$ cat config.mk
export PLATFORM = sky130hd
export DESIGN_NAME = mailbox_pair
export DESIGN_NICKNAME = d
export VERILOG_FILES = /design/src/rtl/mbx_pkg.sv /design/src/rtl/mbx_port_dec.sv /design/src/rtl/mbx_word.sv /design/src/rtl/mbx_rd_port.sv /design/src/rtl/mailbox_pair.sv
export SDC_FILE = /design/constraint.sdc
export NUM_CORES = 1
export LEC_CHECK = 0
export BUFFER_PORTS_ARGS = -buffer_cell sky130_fd_sc_hd__buf_2
export CAP_MARGIN = 15
export CORE_ASPECT_RATIO = 0.6
export CORE_UTILIZATION = 50
export DETAILED_ROUTE_END_ITERATION = 8
export HOLD_SLACK_MARGIN = 0.06
export PLACE_DENSITY_LB_ADDON = 0.25
export SKIP_CTS_REPAIR_TIMING = 1
export SYNTH_ARGS = -nofsm -noshare
export SYNTH_HDL_FRONTEND = slang
export SYNTH_SLANG_ARGS = --single-unit
$ cat constraint.sdc
create_clock -name clk -period 1.6 [get_ports clk]
set_input_delay 0.16 -clock clk [delete_from_list [all_inputs] [get_ports clk]]
set_output_delay 0.16 -clock clk [all_outputs]
set_load 0.01 [all_outputs]
$ cat src/rtl/mbx_pkg.sv
package mbx_pkg;

   typedef struct packed {
      logic wr;
      logic rd;
      logic mb;
      logic lo;
   } mbx_req_t;

   localparam int NUM_MBX  = 2;
   localparam int NUM_PORT = 2;

endpackage

$ cat src/rtl/mbx_port_dec.sv
module mbx_port_dec
   import mbx_pkg::*;
#(
   parameter int ADDR_W    = 4,
   parameter int BASE_ADDR = 0
) (
   input  logic [ADDR_W-1:0] addr,
   input  logic              wr,
   input  logic              rd,
   output mbx_req_t          req
);
   localparam logic [ADDR_W-1:0] BASE_V = ADDR_W'(BASE_ADDR);

   logic hit;

   generate
      if (ADDR_W == 2) begin : g_nobase
         assign hit = 1'b1;
      end else begin : g_base
         assign hit = (addr[ADDR_W-1:2] == BASE_V[ADDR_W-1:2]);
      end
   endgenerate

   always_comb begin
      req.wr = wr & hit;
      req.rd = rd & hit;
      req.mb = addr[1];
      req.lo = addr[0];
   end
endmodule

$ cat src/rtl/mbx_word.sv
module mbx_word #(
   parameter int HALF_W = 16,
   parameter int NWR    = 2
) (
   input  logic                   clk,
   input  logic                   rst_n,
   input  logic [NWR-1:0]         wr_hi,
   input  logic [NWR-1:0]         wr_lo,
   input  logic [NWR*HALF_W-1:0]  wdata,
   input  logic                   rd_lo,
   output logic [2*HALF_W-1:0]    word
);
   logic [HALF_W-1:0] hi_q, lo_q, hi_d, lo_d;
   logic              flag_d;

   always_comb begin
      hi_d = hi_q;
      lo_d = lo_q;
      // lowest index is applied last and so takes priority
      for (int i = NWR-1; i >= 0; i--) begin
         if (wr_hi[i]) hi_d = wdata[i*HALF_W +: HALF_W];
         if (wr_lo[i]) lo_d = wdata[i*HALF_W +: HALF_W];
      end
      if (|wr_lo)      flag_d = 1'b1;
      else if (|wr_hi) flag_d = 1'b0;
      else if (rd_lo)  flag_d = 1'b0;
      else             flag_d = hi_q[HALF_W-1];
   end

   always_ff @(posedge clk or negedge rst_n) begin
      if (!rst_n) begin
         hi_q <= '0;
         lo_q <= '0;
      end else begin
         hi_q <= {flag_d, hi_d[HALF_W-2:0]};
         lo_q <= lo_d;
      end
   end

   assign word = {hi_q, lo_q};
endmodule

$ cat src/rtl/mbx_rd_port.sv
module mbx_rd_port
   import mbx_pkg::*;
#(
   parameter int HALF_W  = 16,
   parameter bit REG_OUT = 1'b1
) (
   input  logic                clk,
   input  logic                rst_n,
   input  mbx_req_t            req,
   input  logic [2*HALF_W-1:0] word_a,
   input  logic [2*HALF_W-1:0] word_b,
   output logic [HALF_W-1:0]   rdata
);
   logic [2*HALF_W-1:0] sel;
   logic [HALF_W-1:0]   rdata_d;

   always_comb begin
      sel     = req.mb ? word_b : word_a;
      rdata_d = '0;
      if (req.rd) rdata_d = req.lo ? sel[HALF_W-1:0] : sel[2*HALF_W-1:HALF_W];
   end

   generate
      if (REG_OUT) begin : g_reg
         logic [HALF_W-1:0] rdata_q;
         always_ff @(posedge clk or negedge rst_n) begin
            if (!rst_n) rdata_q <= '0;
            else        rdata_q <= rdata_d;
         end
         assign rdata = rdata_q;
      end else begin : g_comb
         assign rdata = rdata_d;
      end
   endgenerate
endmodule

$ cat src/rtl/mailbox_pair.sv
module mailbox_pair
   import mbx_pkg::*;
#(
   parameter int ADDR_W    = 4,
   parameter int BASE_ADDR = 0,
   parameter int HALF_W    = 16,
   parameter bit REG_OUT   = 1'b1
) (
   input  logic                clk,
   input  logic                rst_n,
   input  logic [ADDR_W-1:0]   host_addr,
   input  logic                host_wr,
   input  logic                host_rd,
   input  logic [HALF_W-1:0]   host_wdata,
   output logic [HALF_W-1:0]   host_rdata,
   input  logic [ADDR_W-1:0]   cop_addr,
   input  logic                cop_wr,
   input  logic                cop_rd,
   input  logic [HALF_W-1:0]   cop_wdata,
   output logic [HALF_W-1:0]   cop_rdata,
   output logic [2*HALF_W-1:0] mbx_to_host,
   output logic [2*HALF_W-1:0] mbx_to_cop,
   output logic                pend_to_host,
   output logic                pend_to_cop
);
   localparam int WORD_W = 2 * HALF_W;

   generate
      if (HALF_W < 2)             begin : g_bad_w   $error("HALF_W must be at least 2"); end
      if (ADDR_W < 2)             begin : g_bad_a   $error("ADDR_W must be at least 2"); end
      if (BASE_ADDR % 4 != 0)     begin : g_bad_b   $error("BASE_ADDR must be 4-aligned"); end
   endgenerate

   logic [ADDR_W-1:0]          p_addr  [NUM_PORT];
   logic                       p_wr    [NUM_PORT];
   logic                       p_rd    [NUM_PORT];
   mbx_req_t                   p_req   [NUM_PORT];
   logic [HALF_W-1:0]          p_rdata [NUM_PORT];
   logic [NUM_PORT*HALF_W-1:0] wdata_flat;
   logic [WORD_W-1:0]          mb_word [NUM_MBX];
   logic [NUM_PORT-1:0]        s_wr_hi [NUM_MBX];
   logic [NUM_PORT-1:0]        s_wr_lo [NUM_MBX];
   logic [NUM_MBX-1:0]         s_rd_lo;

   assign p_addr[0] = host_addr;
   assign p_wr[0]   = host_wr;
   assign p_rd[0]   = host_rd;
   assign p_addr[1] = cop_addr;
   assign p_wr[1]   = cop_wr;
   assign p_rd[1]   = cop_rd;
   assign wdata_flat = {cop_wdata, host_wdata};

   generate
      for (genvar p = 0; p < NUM_PORT; p++) begin : g_port
         mbx_port_dec #(.ADDR_W(ADDR_W), .BASE_ADDR(BASE_ADDR)) u_dec (
            .addr (p_addr[p]),
            .wr   (p_wr[p]),
            .rd   (p_rd[p]),
            .req  (p_req[p])
         );
         mbx_rd_port #(.HALF_W(HALF_W), .REG_OUT(REG_OUT)) u_rd (
            .clk    (clk),
            .rst_n  (rst_n),
            .req    (p_req[p]),
            .word_a (mb_word[0]),
            .word_b (mb_word[1]),
            .rdata  (p_rdata[p])
         );
      end
   endgenerate

   always_comb begin
      for (int m = 0; m < NUM_MBX; m++) begin
         s_rd_lo[m] = 1'b0;
         for (int p = 0; p < NUM_PORT; p++) begin
            s_wr_hi[m][p] = p_req[p].wr & (p_req[p].mb == m[0]) & ~p_req[p].lo;
            s_wr_lo[m][p] = p_req[p].wr & (p_req[p].mb == m[0]) &  p_req[p].lo;
            s_rd_lo[m]    = s_rd_lo[m] | (p_req[p].rd & (p_req[p].mb == m[0]) & p_req[p].lo);
         end
      end
   end

   generate
      for (genvar m = 0; m < NUM_MBX; m++) begin : g_mbx
         mbx_word #(.HALF_W(HALF_W), .NWR(NUM_PORT)) u_word (
            .clk   (clk),
            .rst_n (rst_n),
            .wr_hi (s_wr_hi[m]),
            .wr_lo (s_wr_lo[m]),
            .wdata (wdata_flat),
            .rd_lo (s_rd_lo[m]),
            .word  (mb_word[m])
         );
      end
   endgenerate

   assign host_rdata   = p_rdata[0];
   assign cop_rdata    = p_rdata[1];
   assign mbx_to_host  = mb_word[0];
   assign mbx_to_cop   = mb_word[1];
   assign pend_to_host = mb_word[0][WORD_W-1];
   assign pend_to_cop  = mb_word[1][WORD_W-1];
endmodule

==> results of run 1 <==
[worst min-delay path: stages]
cell	delay, ns
buf_2	0.11
nand3_1	0.06
a31oi_1	0.08
[layout make-up]
cell class                 count  area [µm²]  share of cell area (%)
sequential                    96        2402                   36.96
timing repair buffer         190        1186                   18.25
multi-input combinational    338        2446                   37.63
inverter                       2       7.507                  0.1155
tap                          135       168.9                   2.599
clock inverter                 6       60.06                  0.9240
clock buffer                  10       229.0                   3.523
[through the flow]
step / hold slack, ns / total power [mW]
floorplan: -0.1356 / 4.498
global placement: 0.1058 / 5.412
detailed placement: 0.1051 / 5.506
CTS: -0.2559 / 7.617
global route: 0.1157 / 7.960
finish: 0.1005 / 7.636
[report_power, final]
part	total [mW]	internal, mW	switching [mW]	leakage [nW]
clock	2.13	1.20	0.926	0.138
sequential	3.35	2.88	0.472	1.20
combinational	2.16	1.11	1.05	1.43
total	7.64	5.19	2.44	2.77
[path summary, 6_finish.rpt]
check	from	end	slack (ns)	depth (start not counted)
worst max register to register	g_mbx[1].u_word.lo_q[0]$_DFFE_PN0P_	g_port[0].u_rd.rdata[0]$_DFF_PN0_	0.41	2
max in group asynchronous	rst_n	g_mbx[0].u_word.hi_q[8]$_DFFE_PN0P_	0.72	3
min in group asynchronous	rst_n	g_port[1].u_rd.rdata[3]$_DFF_PN0_	0.28	2
worst min register to register	g_mbx[0].u_word.lo_q[1]$_DFFE_PN0P_	g_mbx[0].u_word.lo_q[1]$_DFFE_PN0P_	0.60	2
worst max-delay path	cop_addr[3]	g_mbx[0].u_word.hi_q[7]$_DFFE_PN0P_	0.40	5
worst min-delay path	cop_wdata[15]	g_mbx[1].u_word.lo_q[15]$_DFFE_PN0P_	0.10	3
[registers in the layout, indices dropped and copies added, names as in the netlist]
signal and flops:
g_port.u_rd.rdata 32, g_mbx.u_word.lo_q 32, g_mbx.u_word.hi_q 32
[synthesized netlist by cell type (all sizes together)]
master | number | area [µm²]
or3b | 4 | 35.04
a2bb2oi | 1 | 8.760
buf | 24 | 162.7
o21ai | 62 | 310.3
o22ai | 2 | 12.51
or2 | 2 | 12.51
nor3b | 1 | 12.51
o211ai | 2 | 15.01
inv | 2 | 7.510
a31oi | 61 | 381.6
and2 | 1 | 6.260
nor2b | 33 | 206.5
nand3 | 61 | 305.3
nand2 | 6 | 22.52
o221ai | 2 | 17.52
nor4b | 2 | 17.52
dfrtp | 96 | 2402
clkbuf | 35 | 131.4
mux4 | 32 | 720.7
nor3 | 61 | 305.3
nand2b | 2 | 12.51
or4b | 2 | 20.02
a32oi | 1 | 8.760
[cells by family after synthesis]
group,share of synthesized area [%]
DFF,46.78
and+or+nand+nor,18.62
buffers and inverters,5.872
muxes,14.04
AOI/OAI and AO/OA,14.69
[per-layer routing]
layer | share of wire (%) | global-route usage [%] | wire length, µm
met1 | 40 | 45.61 | 6876
met2 | 45 | 50.94 | 7714
met3 | 13 | 8.460 | 2325
met4 | 1.9 | 12.99 | 325
met5 | 0 | 0 | 0
==> impl_metrics.env, run 1 <==
export IMPL_outcome="complete, no violations"
export IMPL_powerDensity_nw_per_um2=1175
export IMPL_placed_area_um2=6201
export IMPL_hold_violations=0
export IMPL_fill_cells=810
export IMPL_viasPerCell=6.683
export IMPL_drc=0
export IMPL_slew_viol_final=0
export IMPL_cts_max_level=3
export IMPL_clock_sinks=96
export IMPL_dieArea_um2=10690
export IMPL_start_util_pct=51.79
export IMPL_finalSetupViolations=0
export IMPL_cts_path_max_buffers=2
export IMPL_criticalPathCategory="input port to flop"
export IMPL_min_delay_path_class="input port to flop"
export IMPL_tightest_slew_ns=0.3892
export IMPL_ios=144
export IMPL_wl_um=17240
export IMPL_syn_area_um2=5135
export IMPL_dpl_cell_count=760
export IMPL_irDropWorstVdd_uv=718.9
export IMPL_die_w_um=132.8
export IMPL_gp_congestion=0.8752
export IMPL_synth_nets=541
export IMPL_design_area_um2=6500
export IMPL_antenna_cells=0
export IMPL_max_cap_violations=0
export IMPL_cp_required_ns=1.81
export IMPL_fin_crit_sh_pct=75.10
export IMPL_path_buf_inv=2
export IMPL_synth_yosys_seq_area_share_pct=46.78
export IMPL_critPathMaxFanout=32
export IMPL_fin_skew_ns=0.009274
export IMPL_vias=5193
export IMPL_clock_root_buffer="clkbuf_16"
export IMPL_nets=683
export IMPL_cpPeakStageDelay_ns=0.49
export IMPL_ys_ff_latch=96
export IMPL_drt_initial_drc_count=533
export IMPL_rsz0062_at_grt="no"
export IMPL_cts_buffers=9
export IMPL_syn_avg_cell_area_um2=10.37
export IMPL_io_buffers=143
export IMPL_hpwl_um=11410
export IMPL_dr_pass1_iters=5
export IMPL_slew_headroom_pct=74.06
export IMPL_cts_tree="done"
export IMPL_max_freq_mhz=832.2
export IMPL_path_cells="buf_2 -> or4b_1 -> buf_4 -> o21ai_0 -> a31oi_1"
export IMPL_overflow=0
export IMPL_yosys_warnings=0
export IMPL_antenna_left=0
export IMPL_grt_max_degree=41
export IMPL_arrival_ns=1.42
export IMPL_leakage_nw=2.771
export IMPL_setup_ws_ns=0.3984
export IMPL_grt_pass1_wl_um=26480
export IMPL_slowest_stage="or4b_1"
export IMPL_track_usage_pct=33.25
export IMPL_core_um2=9915
export IMPL_antenna_found_initial=0
export IMPL_syn2layout_area_growth_pct=26.58
export IMPL_path_clk_slew_ns=0.06
export IMPL_wire_per_inst_um=22.19
export IMPL_num_rows=28
export IMPL_grt_pass1_vias=4863
export IMPL_die_y_um=80.50
export IMPL_layout_commonest_cell="buf_2"
export IMPL_layout_common_cells="buf_2 (142), dfrtp_1 (96), o21ai_0 (62)"
export IMPL_synth_cell_types=27
export IMPL_tns_ns=0
export IMPL_start_kind="input port"
export IMPL_finalNonFillerCells=777
export IMPL_utilization_pct=65.56
export IMPL_period_needed_ns=1.202
export IMPL_critPathTopFamily="simple AND/OR/NAND/NOR gates"
export IMPL_pre_cts_slack_ns=0.07327
export IMPL_cp_end_kind="flop"
export IMPL_clk_insertion_delay_late_ns=0.35
export IMPL_synthCells=495
export IMPL_drive_above_1_share_pct=37.69
Note: power is estimated with default switching activity, not from simulation.
==> run 2: changes to the inputs <==
--- a/config.mk
+++ b/config.mk
@@ -5,6 +5,7 @@
 export SDC_FILE = /design/constraint.sdc
 export NUM_CORES = 1
 export LEC_CHECK = 0
+export ABC_AREA = 1
 export BUFFER_PORTS_ARGS = -buffer_cell sky130_fd_sc_hd__buf_2
 export CAP_MARGIN = 15
 export CORE_ASPECT_RATIO = 0.6
==> constraint.sdc (replaced) <==
create_clock -name clk -period 1.14 [get_ports clk]
set_input_delay 0.114 -clock clk [delete_from_list [all_inputs] [get_ports clk]]
set_output_delay 0.114 -clock clk [all_outputs]
set_load 0.01 [all_outputs]
==> run 2 against run 1 <==
  * Global-route usage up 1.9 points
  * Clock-buffer cell count decreased by 1
  * Worst hold slack improved by 0.0043 ns
  * Core utilization is 2.0 points higher
==> impl_metrics.env, run 2 <==
export IMPL_powerDensity_nw_per_um2=1525
export IMPL_wl_um=19210
export IMPL_path_buf_inv=1
export IMPL_seq_area_um2=2402
export IMPL_overflow=0
export IMPL_cp_required_ns=1.03
export IMPL_slowest_stage="dfrtp_1"
export IMPL_vias=6290
export IMPL_cts_buffers=9
export IMPL_io_buffers=143
export IMPL_min_delay_path_class="input port to flop"
export IMPL_fin_skew_ns=0.006406
export IMPL_yosysTopAreaCell="dfrtp_1"
export IMPL_slew_headroom_pct=65.32
export IMPL_synth_most_common_cell="nand2_1"
export IMPL_synthCells=775
export IMPL_whs_ns=0.1048
export IMPL_cts_tree="done"
export IMPL_max_cap_violations=0
export IMPL_core_um2=10160
export IMPL_clock_root_buffer="clkbuf_16"
export IMPL_synthFlopType="dfrtp_1"
export IMPL_grt_pass1_vias=5759
export IMPL_rsz0062_at_grt="no"
export IMPL_hpwl_um=13740
export IMPL_clk_insertion_delay_late_ns=0.35
export IMPL_num_rows=28
export IMPL_synth_top_cells_by_count="nand2_1 (387), dfrtp_1 (96), nand4_1 (66)"
export IMPL_synth_nets=821
export IMPL_syn2layout_area_growth_pct=27.65
export IMPL_synth_edf_count=0
export IMPL_finalSetupViolations=0
export IMPL_nets=988
export IMPL_grt_max_degree=97
export IMPL_synth_cell_types=22
export IMPL_clockPowerShare_pct=29.8
export IMPL_p_seq_share_pct=43.6
export IMPL_cts_max_level=3
export IMPL_critPathTopFamily="flip-flops"
export IMPL_slew_viol_final=0
export IMPL_cp_end_kind="output port"
export IMPL_viasPerCell=5.813
export IMPL_async_flop_share_pct=100.0
export IMPL_ys_ff_latch=96
export IMPL_synth_yosys_seq_area_share_pct=44.68
export IMPL_leakage_nw=3.891
export IMPL_wire_per_inst_um=17.76
export IMPL_gp_congestion=0.9162
export IMPL_grt_pass1_wl_um=29390
export IMPL_tightest_slew_ns=0.5203
export IMPL_yosys_warnings=0
export IMPL_multi_input_area_um2=2586
export IMPL_fill_cells=890
export IMPL_utilization_pct=67.55
export IMPL_die_w_um=135.9
export IMPL_irDropWorstVdd_uv=759.9
export IMPL_cpPeakStageDelay_ns=0.44
export IMPL_antenna_found_initial=0
export IMPL_fin_crit_sh_pct=94.62
export IMPL_outcome="complete, no violations"
export IMPL_drc=0
export IMPL_clock_sinks=96
export IMPL_syn_avg_cell_area_um2=6.937
export IMPL_start_util_pct=52.92
export IMPL_layout_commonest_cell="nand2_1"
export IMPL_antenna_left=0
export IMPL_intPower_mw=6.743
export IMPL_synthTopCellsByArea="dfrtp_1 (45%), nand2_1 (27%), nand4_1 (7.7%), nor2_1 (3.2%), a21oi_1 (2.5%)"
export IMPL_die_y_um=82.32
export IMPL_criticalPathCategory="flop to output port"
export IMPL_syn_area_um2=5376
export IMPL_layout_common_cells="nand2_1 (387), buf_2 (142), dfrtp_1 (96)"
export IMPL_comb_power_share_pct=26.6
export IMPL_critPathMaxFanout=4
export IMPL_tns_ns=0
export IMPL_ios=144
export IMPL_arrival_ns=0.96
export IMPL_max_freq_mhz=927.0
export IMPL_swShare_pct=35.57
export IMPL_track_usage_pct=35.17
export IMPL_period_needed_ns=1.079
export IMPL_drive_above_1_share_pct=25.03
export IMPL_path_clk_slew_ns=0.07
export IMPL_synth_top_area_share_pct=44.68
export IMPL_path_cells="buf_2"
export IMPL_dieArea_um2=11180
export IMPL_drt_initial_drc_count=798
export IMPL_power_switching_mw=3.723
export IMPL_dr_pass1_iters=5
export IMPL_cts_path_max_buffers=2
export IMPL_start_kind="flop"
export IMPL_antenna_cells=0
export IMPL_hold_violations=0
==> run 2: cell types whose count changed in the layout (fill, tap and decap cells not counted), moves of 33 or more <==
cell     change
a31oi_1     -54
inv_1       +33
nor3_1      -61
nand2_1    +381
nand3_1     -52
nor2_1      +46
nand4_1     +66
o21ai_0     -35
==> run 2: logic make-up (layout without fill, tap and decap cells) <==
logic type	after synthesis	in the layout	synth area share [%]
compound gates	68	68	6.656
simple gates	522	522	41.45
flops	96	96	44.68
buf+inv	89	261	7.214
==> run 2: cell type report <==
type                    instances  area share, %
clock inverters                 7          1.039
clock buffers                   9          3.282
repair buffers                201          18.12
multi-input cells             590          37.68
inverters                      44          2.407
flip-flops and latches         96          35.00
well taps                     135          2.461
==> run 2: per-stage QoR <==
stage | power (mW) | std cells | worst slack (ns) | instance area, µm²
floorplan | 5.952 | 775 | 0.02955 | 5376
global placement | 7.219 | 1065 | -0.05164 | 6556
detailed placement | 7.333 | 1065 | -0.1061 | 6556
CTS | 10.40 | 1081 | 0.07153 | 6853
global route | 10.96 | 1082 | 0.05116 | 6863
finish | 10.47 | 1082 | 0.06128 | 6863
==> run 2: final timing paths <==
| check | start | endpoint | slack (ns) | cells after the start |
|---|---|---|---|---|
| worst min register to register | g_mbx[1].u_word.lo_q[14]$_DFFE_PN0P_ | g_mbx[1].u_word.lo_q[14]$_DFFE_PN0P_ | 0.50 | 2 |
| worst max-delay path | g_mbx[1].u_word.hi_q[10]$_DFFE_PN0P_ | mbx_to_cop[26] | 0.06 | 1 |
| worst min-delay path | cop_wdata[4] | g_mbx[1].u_word.hi_q[4]$_DFFE_PN0P_ | 0.10 | 5 |
| max in group asynchronous | rst_n | g_mbx[0].u_word.hi_q[10]$_DFFE_PN0P_ | 0.38 | 3 |
| worst max register to register | g_mbx[0].u_word.hi_q[7]$_DFFE_PN0P_ | g_port[1].u_rd.rdata[7]$_DFF_PN0_ | 0.14 | 4 |
| min in group asynchronous | rst_n | g_port[0].u_rd.rdata[13]$_DFF_PN0_ | 0.36 | 3 |
==> run 2: routing by layer <==
| metal | global-route usage (%) | share of wire (%) | vias up |
|---|---|---|---|
| met2 | 53.42 | 43 | 495 |
| met1 | 48.39 | 40 | 2915 |
| li1 | - | - | 2826 |
| met4 | 15.22 | 2.5 | 0 |
| met5 | 0 | 0 | - |
| met3 | 8.120 | 14 | 54 |
==> run 2: tightest hold or removal path: cells and delay by family <==
| kind | cells | cell delay [ns] |
|---|---|---|
| buffers and inverters | 1 | 0.12 |
| and+or+nand+nor | 4 | 0.19 |
==> run 2: power groups by stage <==
stage	registers (mW)	logic [mW]	clock network (mW)
final	4.56	2.79	3.12
after global routing	4.62	3.09	3.25
after CTS	4.53	2.76	3.11
after detailed placement	4.59	2.74	0
after global placement	4.58	2.64	0
after floorplan	4.73	1.22	0
